**src/rtl/tmr_split_pkg.sv**
```systemverilog
`timescale 1ns/1ps
package tmr_split_pkg;
  localparam int ADDR_W = 3;
  // register addresses
  localparam logic [ADDR_W-1:0] A_CNT_HI = 3'd0;
  localparam logic [ADDR_W-1:0] A_CNT_LO = 3'd1;
  localparam logic [ADDR_W-1:0] A_CMP_HI = 3'd2;
  localparam logic [ADDR_W-1:0] A_CMP_LO = 3'd3;
  localparam logic [ADDR_W-1:0] A_CTRL   = 3'd4;
  localparam logic [ADDR_W-1:0] A_STAT   = 3'd5;
  // control bits; channel 0 = lower byte, channel 1 = upper byte
  localparam int CTL_W     = 5;
  localparam int CTL_SPLIT = 0;
  localparam int CTL_IE0   = 1;
  localparam int CTL_LVL0  = 3;
  // status bits
  localparam int ST_FLAG0  = 0;
  localparam int ST_IRQ0   = 2;
  localparam int N_CH      = 2;
endpackage

```
**src/rtl/tmr_counter.sv**
```systemverilog
`timescale 1ns/1ps
module tmr_counter #(
  parameter int BYTE_W = 8
) (
  input  logic                  clk,
  input  logic                  rst_n,
  input  logic                  split,
  input  logic                  tick_hi,
  input  logic                  tick_lo,
  input  logic                  wr_hi,
  input  logic                  wr_lo,
  input  logic [2*BYTE_W-1:0]   wdata,
  output logic [2*BYTE_W-1:0]   cnt,
  output logic [2*BYTE_W-1:0]   nxt,
  output logic [1:0]            adv
);
  localparam int CNT_W = 2 * BYTE_W;

  logic [CNT_W-1:0] cnt_d;

  always_comb begin
    nxt = cnt;
    adv = 2'b00;
    if (split) begin
      if (tick_lo) begin
        nxt[BYTE_W-1:0] = cnt[BYTE_W-1:0] + BYTE_W'(1);
        adv[0] = 1'b1;
      end
      if (tick_hi) begin
        nxt[CNT_W-1:BYTE_W] = cnt[CNT_W-1:BYTE_W] + BYTE_W'(1);
        adv[1] = 1'b1;
      end
    end else if (tick_lo) begin
      nxt    = cnt + CNT_W'(1);
      adv[0] = 1'b1;
    end
    cnt_d = nxt;
    // a CPU write to a byte wins over counting and is never a match
    if (wr_hi) begin
      cnt_d[CNT_W-1:BYTE_W] = wdata[CNT_W-1:BYTE_W];
      adv[1] = 1'b0;
    end
    if (wr_lo) begin
      cnt_d[BYTE_W-1:0] = wdata[BYTE_W-1:0];
      adv[0] = 1'b0;
    end
  end

  always_ff @(posedge clk or negedge rst_n) begin
    if (!rst_n) cnt <= '0;
    else        cnt <= cnt_d;
  end

  AST_WRAP16: assert property (@(posedge clk) disable iff (!rst_n)
    (!split && tick_lo && !wr_lo && !wr_hi && (&cnt)) |=> (cnt == '0));

  AST_SPLIT_NO_CARRY: assert property (@(posedge clk) disable iff (!rst_n)
    (split && tick_lo && !tick_hi && !wr_hi) |=>
      $stable(cnt[CNT_W-1:BYTE_W]));
endmodule

```
**src/rtl/tmr_match.sv**
```systemverilog
`timescale 1ns/1ps
module tmr_match #(
  parameter int BYTE_W = 8
) (
  input  logic                  split,
  input  logic [1:0]            adv,
  input  logic [2*BYTE_W-1:0]   nxt,
  input  logic [2*BYTE_W-1:0]   cmp,
  output logic [1:0]            hit
);
  localparam int CNT_W = 2 * BYTE_W;

  always_comb begin
    hit = 2'b00;
    if (split) begin
      hit[0] = adv[0] && (nxt[BYTE_W-1:0] == cmp[BYTE_W-1:0]);
      hit[1] = adv[1] && (nxt[CNT_W-1:BYTE_W] == cmp[CNT_W-1:BYTE_W]);
    end else begin
      hit[1] = adv[0] && (nxt == cmp);
    end
  end
endmodule

```
**src/rtl/tmr_channel.sv**
```systemverilog
`timescale 1ns/1ps
module tmr_channel (
  input  logic clk,
  input  logic rst_n,
  input  logic hit,
  input  logic ie,
  input  logic lvl_wr,
  input  logic lvl_val,
  input  logic stat_rd,
  input  logic flag_wr0,
  input  logic irq_wr0,
  output logic flag,
  output logic irqf,
  output logic pin,
  output logic irq
);
  logic armed, armed_d, flag_d, irqf_d, pin_d;

  always_comb begin
    flag_d  = hit | (flag & ~(flag_wr0 & armed));
    irqf_d  = hit | (irqf & ~irq_wr0);
    armed_d = armed;
    if (flag_wr0)            armed_d = 1'b0;
    else if (stat_rd && flag) armed_d = 1'b1;
    pin_d = pin;
    if (lvl_wr)   pin_d = lvl_val;
    else if (hit) pin_d = ~pin;
  end

  always_ff @(posedge clk or negedge rst_n) begin
    if (!rst_n) begin
      flag  <= 1'b0;
      irqf  <= 1'b0;
      armed <= 1'b0;
      pin   <= 1'b0;
    end else begin
      flag  <= flag_d;
      irqf  <= irqf_d;
      armed <= armed_d;
      pin   <= pin_d;
    end
  end

  assign irq = irqf & ie;

  AST_HIT_SETS_FLAGS: assert property (@(posedge clk) disable iff (!rst_n)
    hit |=> (flag && irqf));

  AST_PIN_TOGGLE: assert property (@(posedge clk) disable iff (!rst_n)
    (hit && !lvl_wr) |=> (pin != $past(pin)));

  AST_CLEAR_NEEDS_READ: assert property (@(posedge clk) disable iff (!rst_n)
    $fell(flag) |-> $past(flag_wr0 && armed && !hit));
endmodule

```
**src/rtl/split_cmp_timer.sv**
```systemverilog
`timescale 1ns/1ps
module split_cmp_timer
  import tmr_split_pkg::*;
#(
  parameter int BYTE_W = 8
) (
  input  logic                clk,
  input  logic                rst_n,
  input  logic                tick_hi,
  input  logic                tick_lo,
  input  logic [2:0]          bus_addr,
  input  logic                bus_wr,
  input  logic                bus_rd,
  input  logic [BYTE_W-1:0]   bus_wdata,
  output logic [BYTE_W-1:0]   bus_rdata,
  output logic                pin_hi,
  output logic                pin_lo,
  output logic                irq_hi,
  output logic                irq_lo
);
  localparam int CNT_W = 2 * BYTE_W;

  logic [CNT_W-1:0]  cmp, cmp_d, cnt, nxt, wide_data;
  logic [BYTE_W-1:0] tmp, tmp_d, stat_v;
  logic [CTL_W-1:0]  ctrl, ctrl_d;
  logic [1:0]        adv, hit;
  logic [N_CH-1:0]   flag, irqf, pin, irq;
  logic              split, ctrl_wr, stat_wr, stat_rd;
  logic              cnt_wr_hi, cnt_wr_lo, cmp_wr_hi, cmp_wr_lo;

  assign split   = ctrl[CTL_SPLIT];
  assign ctrl_wr = bus_wr && (bus_addr == A_CTRL);
  assign stat_wr = bus_wr && (bus_addr == A_STAT);
  assign stat_rd = bus_rd && (bus_addr == A_STAT);

  // 16-bit mode: lower-byte write commits both bytes; split: per byte
  always_comb begin
    cnt_wr_lo = bus_wr && (bus_addr == A_CNT_LO);
    cmp_wr_lo = bus_wr && (bus_addr == A_CMP_LO);
    cnt_wr_hi = split ? (bus_wr && (bus_addr == A_CNT_HI)) : cnt_wr_lo;
    cmp_wr_hi = split ? (bus_wr && (bus_addr == A_CMP_HI)) : cmp_wr_lo;
    wide_data = split ? {bus_wdata, bus_wdata} : {tmp, bus_wdata};
  end

  // compare register, temporary byte and control: next state
  always_comb begin
    cmp_d = cmp;
    if (cmp_wr_hi) cmp_d[CNT_W-1:BYTE_W] = wide_data[CNT_W-1:BYTE_W];
    if (cmp_wr_lo) cmp_d[BYTE_W-1:0]     = wide_data[BYTE_W-1:0];
    tmp_d = tmp;
    if (!split) begin
      if (bus_wr && (bus_addr == A_CNT_HI || bus_addr == A_CMP_HI))
        tmp_d = bus_wdata;
      else if (bus_rd && bus_addr == A_CNT_HI)
        tmp_d = cnt[BYTE_W-1:0];
      else if (bus_rd && bus_addr == A_CMP_HI)
        tmp_d = cmp[BYTE_W-1:0];
    end
    ctrl_d = ctrl_wr ? bus_wdata[CTL_W-1:0] : ctrl;
  end

  always_ff @(posedge clk or negedge rst_n) begin
    if (!rst_n) begin
      cmp  <= '1;
      tmp  <= '0;
      ctrl <= '0;
    end else begin
      cmp  <= cmp_d;
      tmp  <= tmp_d;
      ctrl <= ctrl_d;
    end
  end

  tmr_counter #(.BYTE_W(BYTE_W)) u_cnt (
    .clk(clk), .rst_n(rst_n), .split(split),
    .tick_hi(tick_hi), .tick_lo(tick_lo),
    .wr_hi(cnt_wr_hi), .wr_lo(cnt_wr_lo), .wdata(wide_data),
    .cnt(cnt), .nxt(nxt), .adv(adv)
  );

  tmr_match #(.BYTE_W(BYTE_W)) u_match (
    .split(split), .adv(adv), .nxt(nxt), .cmp(cmp), .hit(hit)
  );

  for (genvar i = 0; i < N_CH; i++) begin : g_ch
    tmr_channel u_ch (
      .clk(clk), .rst_n(rst_n), .hit(hit[i]),
      .ie(ctrl[CTL_IE0+i]),
      .lvl_wr(ctrl_wr), .lvl_val(bus_wdata[CTL_LVL0+i]),
      .stat_rd(stat_rd),
      .flag_wr0(stat_wr && !bus_wdata[ST_FLAG0+i]),
      .irq_wr0(stat_wr && !bus_wdata[ST_IRQ0+i]),
      .flag(flag[i]), .irqf(irqf[i]), .pin(pin[i]), .irq(irq[i])
    );
  end

  // read path
  always_comb begin
    stat_v = '0;
    stat_v[ST_FLAG0+1:ST_FLAG0] = flag;
    stat_v[ST_IRQ0+1:ST_IRQ0]   = irqf;
    bus_rdata = '0;
    if (bus_rd) begin
      case (bus_addr)
        A_CNT_HI: bus_rdata = cnt[CNT_W-1:BYTE_W];
        A_CNT_LO: bus_rdata = split ? cnt[BYTE_W-1:0] : tmp;
        A_CMP_HI: bus_rdata = cmp[CNT_W-1:BYTE_W];
        A_CMP_LO: bus_rdata = split ? cmp[BYTE_W-1:0] : tmp;
        A_CTRL:   bus_rdata = BYTE_W'(ctrl);
        A_STAT:   bus_rdata = stat_v;
        default:  bus_rdata = '0;
      endcase
    end
  end

  assign pin_hi = pin[1];
  assign pin_lo = pin[0];
  assign irq_hi = irq[1];
  assign irq_lo = irq[0];

  AST_LO_QUIET_16: assert property (@(posedge clk) disable iff (!rst_n)
    (!split && !ctrl_wr) |=> ($stable(pin_lo) && !$rose(flag[0])));

  AST_HI_WR_TEMP_ONLY: assert property (@(posedge clk) disable iff (!rst_n)
    (!split && bus_wr && bus_addr == A_CMP_HI) |=> $stable(cmp));

  AST_LO_WR_COMMITS: assert property (@(posedge clk) disable iff (!rst_n)
    (!split && bus_wr && bus_addr == A_CMP_LO) |=>
      (cmp == {$past(tmp), $past(bus_wdata)}));
endmodule

```
**config.mk**
```make
export PLATFORM = sky130hd
export DESIGN_NAME = split_cmp_timer
export DESIGN_NICKNAME = d
export VERILOG_FILES = /design/src/rtl/tmr_split_pkg.sv /design/src/rtl/tmr_counter.sv /design/src/rtl/tmr_match.sv /design/src/rtl/tmr_channel.sv /design/src/rtl/split_cmp_timer.sv
export SDC_FILE = /design/constraint.sdc
export NUM_CORES = 1
export LEC_CHECK = 0
export ABC_CLOCK_PERIOD_IN_PS = 2150
export CORE_MARGIN = 2
export CORE_UTILIZATION = 45
export CTS_CLUSTER_SIZE = 30
export DETAILED_ROUTE_END_ITERATION = 8
export GPL_ROUTABILITY_DRIVEN = 0
export PLACE_DENSITY_LB_ADDON = 0.08
export SYNTH_ARGS = -nofsm -noshare
export SYNTH_HDL_FRONTEND = slang
export SYNTH_SLANG_ARGS = --single-unit
```
**constraint.sdc**
```tcl
create_clock -name clk -period 2.15 [get_ports clk]
set_input_delay 0.215 -clock clk [delete_from_list [all_inputs] [get_ports clk]]
set_output_delay 0.215 -clock clk [all_outputs]
set_load 0.02 [all_outputs]
```
==> results.txt, run 1 <==
Rows: 33
gr ovfl total: 0
fill cell count: 717
hold slack: 0.432 ns
Final Hold Fails: 0
Mapped Area: 3780 um2
Ports: 29
final setup fails: 5
Antenna Nets Post-Route: 0
fin crit share: 114%
Power Total: 0.00589 W
CP max FO: 5
top-count cell post-synth: nand2_1
Remaining DRCs: 0
global-route wire length before repair: 18.0 mm
cell taking the most area after synthesis: dfrtp_1
critical path class: flip-flop to flip-flop
CTS H-tree lvls: 2
dpl hpwl: 8.82 mm
CTS tree: done
crit end category: flip-flop
via count: 3574
Ys Warns: 0
post-route cell area: 5110 um2
ys async rst share: 100%
Initial Util: 46.2%
skew final: 0.00701 ns
Total Routing Usage GR: 26.1%
EDFF count, synth: 0
diodes inserted: 0
placed cell areas: 4770 um2
Core Region: 8180 um2
cts bufs inserted: 5
RSZ-0062 raised after global routing: true
CP startpoint kind: flip-flop
register area share after synthesis: 35.6%
initial antenna violation count: 0
post-route setup slack: -0.311 ns
R2R depth: 9
latest clock arrival within the worst-skew pair: 0.31 ns
Port Buffers: 28
Setup TNS: -0.964 ns
WP data required: 2.40 ns
status: finished, violations left
die area: 9150 um2
Cells after Synth: 433
Tightest Pin Transition: 0.511 ns
die height: 95.6 um
Area Growth Syn to Fin: 35.2%
worst vdd ir: 686 uV
area share of the largest cell type after synthesis: 24.5%
Worst R2R End: g_ch[1].u_ch.flag
register area: 1350 um2
DR vias/cell: 5.56
Post-synth top cells: nand2_1, o21ai_0, dfrtp_1
R2R Path Start: ctrl[0]
Slew headroom: 65.8%
largest cells by area after synthesis: dfrtp_1, dfstp_2, mux2i_1
CTS root buf: clkbuf_8
Syn Area/Cell: 8.73 um2
FMAX: 406 MHz
Cell variety after synth: 57
clock transition at the registers of the reported paths: 0.10 ns
R2R setup slack: -0.31 ns
Synth Register Bits: 53
crit path time final: 2.46 ns
Clock Path Buffers: 2
top_reg_cell synth: dfrtp_1
MaxCap Viol Count: 0
cell leakage power: 2.07 nW
pwr/cell area: 1150 nW/um2
pin count of the biggest net entering global routing: 28
area of the multi-input gates: 2470 um2
Mapped Nets: 452
WL final: 11.4 mm
fin nets: 556
drt wl/cell: 17.7 um
Initial DRT Pass Iterations: 4
min-delay worst type: primary input to async pin
total clock sinks: 53
layout cells sized above 1: 36.1%
Die X: 95.6 um
fin. max-slew vios: 0
CP Data Arrival Time: 2.71 ns
Starting DRT DRC Count: 149
violated checks: negative setup slack
vias in the first global route: 3489
-- metrics by stage --
stage,setup slack [ns],util [%],cells
after global routing,-0.443,62.5,643
after global placement,-0.564,58.3,627
after CTS,-0.253,60.6,640
after detailed placement,-0.564,58.3,627
final,-0.311,62.5,643
after floorplan,-0.0105,-,433
-- area by class of cell --
type,count,area share [%]
multi-input combinational,346,48.3
sequential,53,26.4
timing repair buffer,125,20.6
tap,105,2.57
clock buffer,7,1.49
inverter,6,0.441
clock inverter,1,0.147
-- kinds of logic after synthesis --
group / share of synthesized area (%)
and+or+nand+nor: 21.5
AOI/OAI and AO/OA: 16.5
DFF: 35.6
muxes: 12.0
xor gates and xnor gates: 9.01
buffers and inverters: 4.80
adders and majority gates: 0.662
-- per-layer routing --
layer  vias to the layer above  track usage, %  routed length, um
met5                         -               0                  0
met4                         0            8.10                277
met3                        16            3.24                537
met2                        83            43.5               5510
met1                      1736            35.3               5080
li1                       1739               -                  -
-- worst max-delay path by stage --
stage	start	endpoint	slack [ns]	cells past startpoint
floorplan	u_cnt.cnt[1]	g_ch[1].u_ch.pin	-0.01	9
global placement	tick_lo	g_ch[1].u_ch.pin	-0.56	10
detailed placement	tick_lo	g_ch[1].u_ch.pin	-0.56	10
CTS	u_cnt.cnt[0]	g_ch[1].u_ch.pin	-0.25	10
global route	u_cnt.cnt[0]	g_ch[1].u_ch.pin	-0.44	10
finish	ctrl[0]	g_ch[1].u_ch.flag	-0.31	9
-- power by group --
part	internal [W]	switching, W	total, W
registers	0.00149	0.000414	0.00190
logic	0.00176	0.00165	0.00341
clock network	0.000232	0.000344	0.000576
-- cells in the final DEF (no fill, tap or decap), drive strengths merged, types with 12 or more instances in the layout --
master           n
dfstp           16
dfrtp           37
o21ai           44
xor2            13
mux2            17
mux2i           26
xnor2           23
nand2           51
nor2b           12
a21oi           32
nor2            38
clkdlybuf4s50   18
nand3           15
buf            104
-- critical path: stages (launching register included) --
cell	delay [ns]
dfrtp_2	0.47
nand3b_1	0.30
nor4_4	0.30
nor2_1	0.12
a2111oi_2	0.32
nand4_1	0.23
buf_4	0.20
nor3b_2	0.15
nand4b_1	0.20
nand2_1	0.12
-- registers in the layout, summed over array words and instances (netlist names) --
name             cells
g_ch.u_ch.irqf       2
tmp                  8
u_cnt.cnt           16
cmp                 16
g_ch.u_ch.pin        2
ctrl                 5
g_ch.u_ch.armed      2
g_ch.u_ch.flag       2
-- what timing repair did --
action / 4_1_cts / 5_1_grt
hold buffers: 1 / 0
hold endpoints to repair: 37 / 0
setup endpoints to repair: 14 / 14
resized for setup: 50 / 44
setup buffers: 4 / 3
pin swaps: 8 / 12
(Power assumes the default switching activity.)
==> inputs of run 2 (changes only) <==
- CELL_PAD_IN_SITES_DETAIL_PLACEMENT: unset -> 1
- CELL_PAD_IN_SITES_GLOBAL_PLACEMENT: unset -> 2
- CORE_UTILIZATION: 45 -> 33
==> run 2 against run 1 <==
Against the previous run:
- the run still ends with negative setup slack left
- maximum frequency is 1.3% lower
- worst hold slack worse by 0.041 ns
- combinational power is 8.2% higher
- power is 10% higher
- design area is 6.0% higher
==> results.txt, run 2 (same netlist as run 1, synthesis figures left out) <==
R2R Path Start: u_cnt.cnt[2]
global-route wire length before repair: 21.7 mm
MaxCap Viol Count: 0
die area: 12300 um2
total clock sinks: 53
clock network power share: 13.4%
switching power: 0.00268 W
Final Hold Fails: 0
FMAX: 401 MHz
skew final: 0.00961 ns
CTS tree: done
gr ovfl total: 0
CTS root buf: clkbuf_16
R2R setup slack: -0.34 ns
Die X: 111 um
Core Region: 11300 um2
WL final: 14.3 mm
CP Data Arrival Time: 2.68 ns
Setup WS pre-CTS: -0.630 ns
Initial Util: 33.5%
drt wl/cell: 20.3 um
fin crit share: 116%
Ports: 29
critical path class: flip-flop to flip-flop
CP max FO: 5
min-delay worst type: primary input to async pin
Rows: 39
Logic pwr share: 56.9%
Starting DRT DRC Count: 154
CTS H-tree lvls: 2
via count: 3693
clock transition at the registers of the reported paths: 0.08 ns
post-route setup slack: -0.342 ns
diodes inserted: 0
sw frac: 41.3%
vias in the first global route: 3852
Remaining DRCs: 0
fin. max-slew vios: 0
WP data required: 2.34 ns
Port Buffers: 28
fin nets: 577
final setup fails: 8
die height: 111 um
dpl hpwl: 10.8 mm
Slew headroom: 66.0%
CP startpoint kind: flip-flop
Tightest Pin Transition: 0.495 ns
crit path time final: 2.49 ns
DP Cell Count: 669
Area Growth Syn to Fin: 43.3%
R2R depth: 9
Seq pwr share: 29.6%
CP Launch Point: u_cnt.cnt[2]
Clock Path Buffers: 2
biggest regs: cmp x16, u_cnt.cnt x16, tmp x8
Setup TNS: -1.06 ns
violated checks: negative setup slack
status: finished, violations left
initial antenna violation count: 0
RSZ-0062 raised after global routing: true
latest clock arrival within the worst-skew pair: 0.31 ns
cell leakage power: 2.22 nW
most frequent cells in the layout: buf_4, nand2_1, o21ai_0
pin count of the biggest net entering global routing: 27
commonest non-fill, non-tap cell in the layout: buf_4
Total Routing Usage GR: 22.9%
fill cell count: 1300
Worst R2R End: g_ch[1].u_ch.pin
Antenna Nets Post-Route: 0
final non-filler cell total: 702
worst vdd ir: 628 uV
Initial DRT Pass Iterations: 6
Power Internal: 0.00380 W
DR vias/cell: 5.26
cts bufs inserted: 5
pwr/cell area: 1200 nW/um2
crit end category: flip-flop
layout cells sized above 1: 39.5%
[run 2: changes by cell type in the layout (fill, tap and decap cells not counted), moves of 3 or more]
cell and delta:
buf_4 +22, clkbuf_16 +6, a21oi_1 +5, a21oi_2 -4, clkbuf_8 -4, nor2b_2 +3
[run 2: power groups by stage]
stage          logic [W]  clock network, W  registers (W)
6_report         0.00369          0.000869        0.00192
5_1_grt          0.00398          0.000935        0.00198
3_5_place_dp     0.00317                 0        0.00190
3_3_place_gp     0.00309                 0        0.00189
2_1_floorplan    0.00192                 0        0.00179
4_1_cts          0.00333          0.000897        0.00189
[run 2: how the worst max path moves through the flow]
| stage | end | slack (ns) | cells past startpoint |
|---|---|---|---|
| final | g_ch[1].u_ch.pin | -0.34 | 9 |
| after global routing | g_ch[1].u_ch.pin | -0.45 | 9 |
| after CTS | g_ch[1].u_ch.pin | -0.29 | 9 |
| after detailed placement | g_ch[1].u_ch.pin | -0.63 | 9 |
| after global placement | g_ch[1].u_ch.pin | -0.57 | 9 |
| after floorplan | g_ch[1].u_ch.pin | -0.01 | 9 |
[run 2: worst max-delay path: stages (launching register included)]
cell     delay, ns
dfrtp_2       0.48
buf_4         0.17
nand4_1       0.14
xor2_2        0.25
xnor2_2       0.12
or3_4         0.36
o31a_1        0.35
nor4_2        0.29
xnor2_1       0.15
o21ai_1       0.07
[run 2: cell type report]
type / instances / area, um2 / area share, %
Tap cell: 143 / 179 / 3.30
Sequential cell: 53 / 1350 / 24.9
Inverter: 6 / 22.5 / 0.416
Clock buffer: 7 / 143 / 2.63
Clock inverter: 1 / 7.51 / 0.139
Timing Repair Buffer: 145 / 1200 / 22.1
Multi-Input combinational cell: 347 / 2520 / 46.5
[run 2: per-layer routing]
metal	global-route usage [%]	part of all wire, %	wire length (um)
met3	3.39	1.7	248
met1	29.9	45	6490
met4	8.25	2.9	420
met2	38.5	50	7100
met5	0	0	0
[run 2: what timing repair did]
action | 4_1_cts | 5_1_grt
pin swaps | 16 | 19
setup endpoints to repair | 14 | 19
endpoints found under the hold margin | 11 | 0
buffers inserted | 7 | 15
gates cloned | 0 | 2
hold buffers | 1 | 0
resized for setup | 41 | 59
[run 2: metrics by stage]
step	total power, W	hold WS [ns]	cell area, um2	util [%]
2_1_floorplan	0.00371	-0.0806	3840	-
3_3_place_gp	0.00499	0.198	4840	43.0
3_5_place_dp	0.00507	0.199	4840	43.0
4_1_cts	0.00611	0.402	5100	45.2
5_1_grt	0.00689	0.433	5420	48.1
6_report	0.00648	0.391	5420	48.1
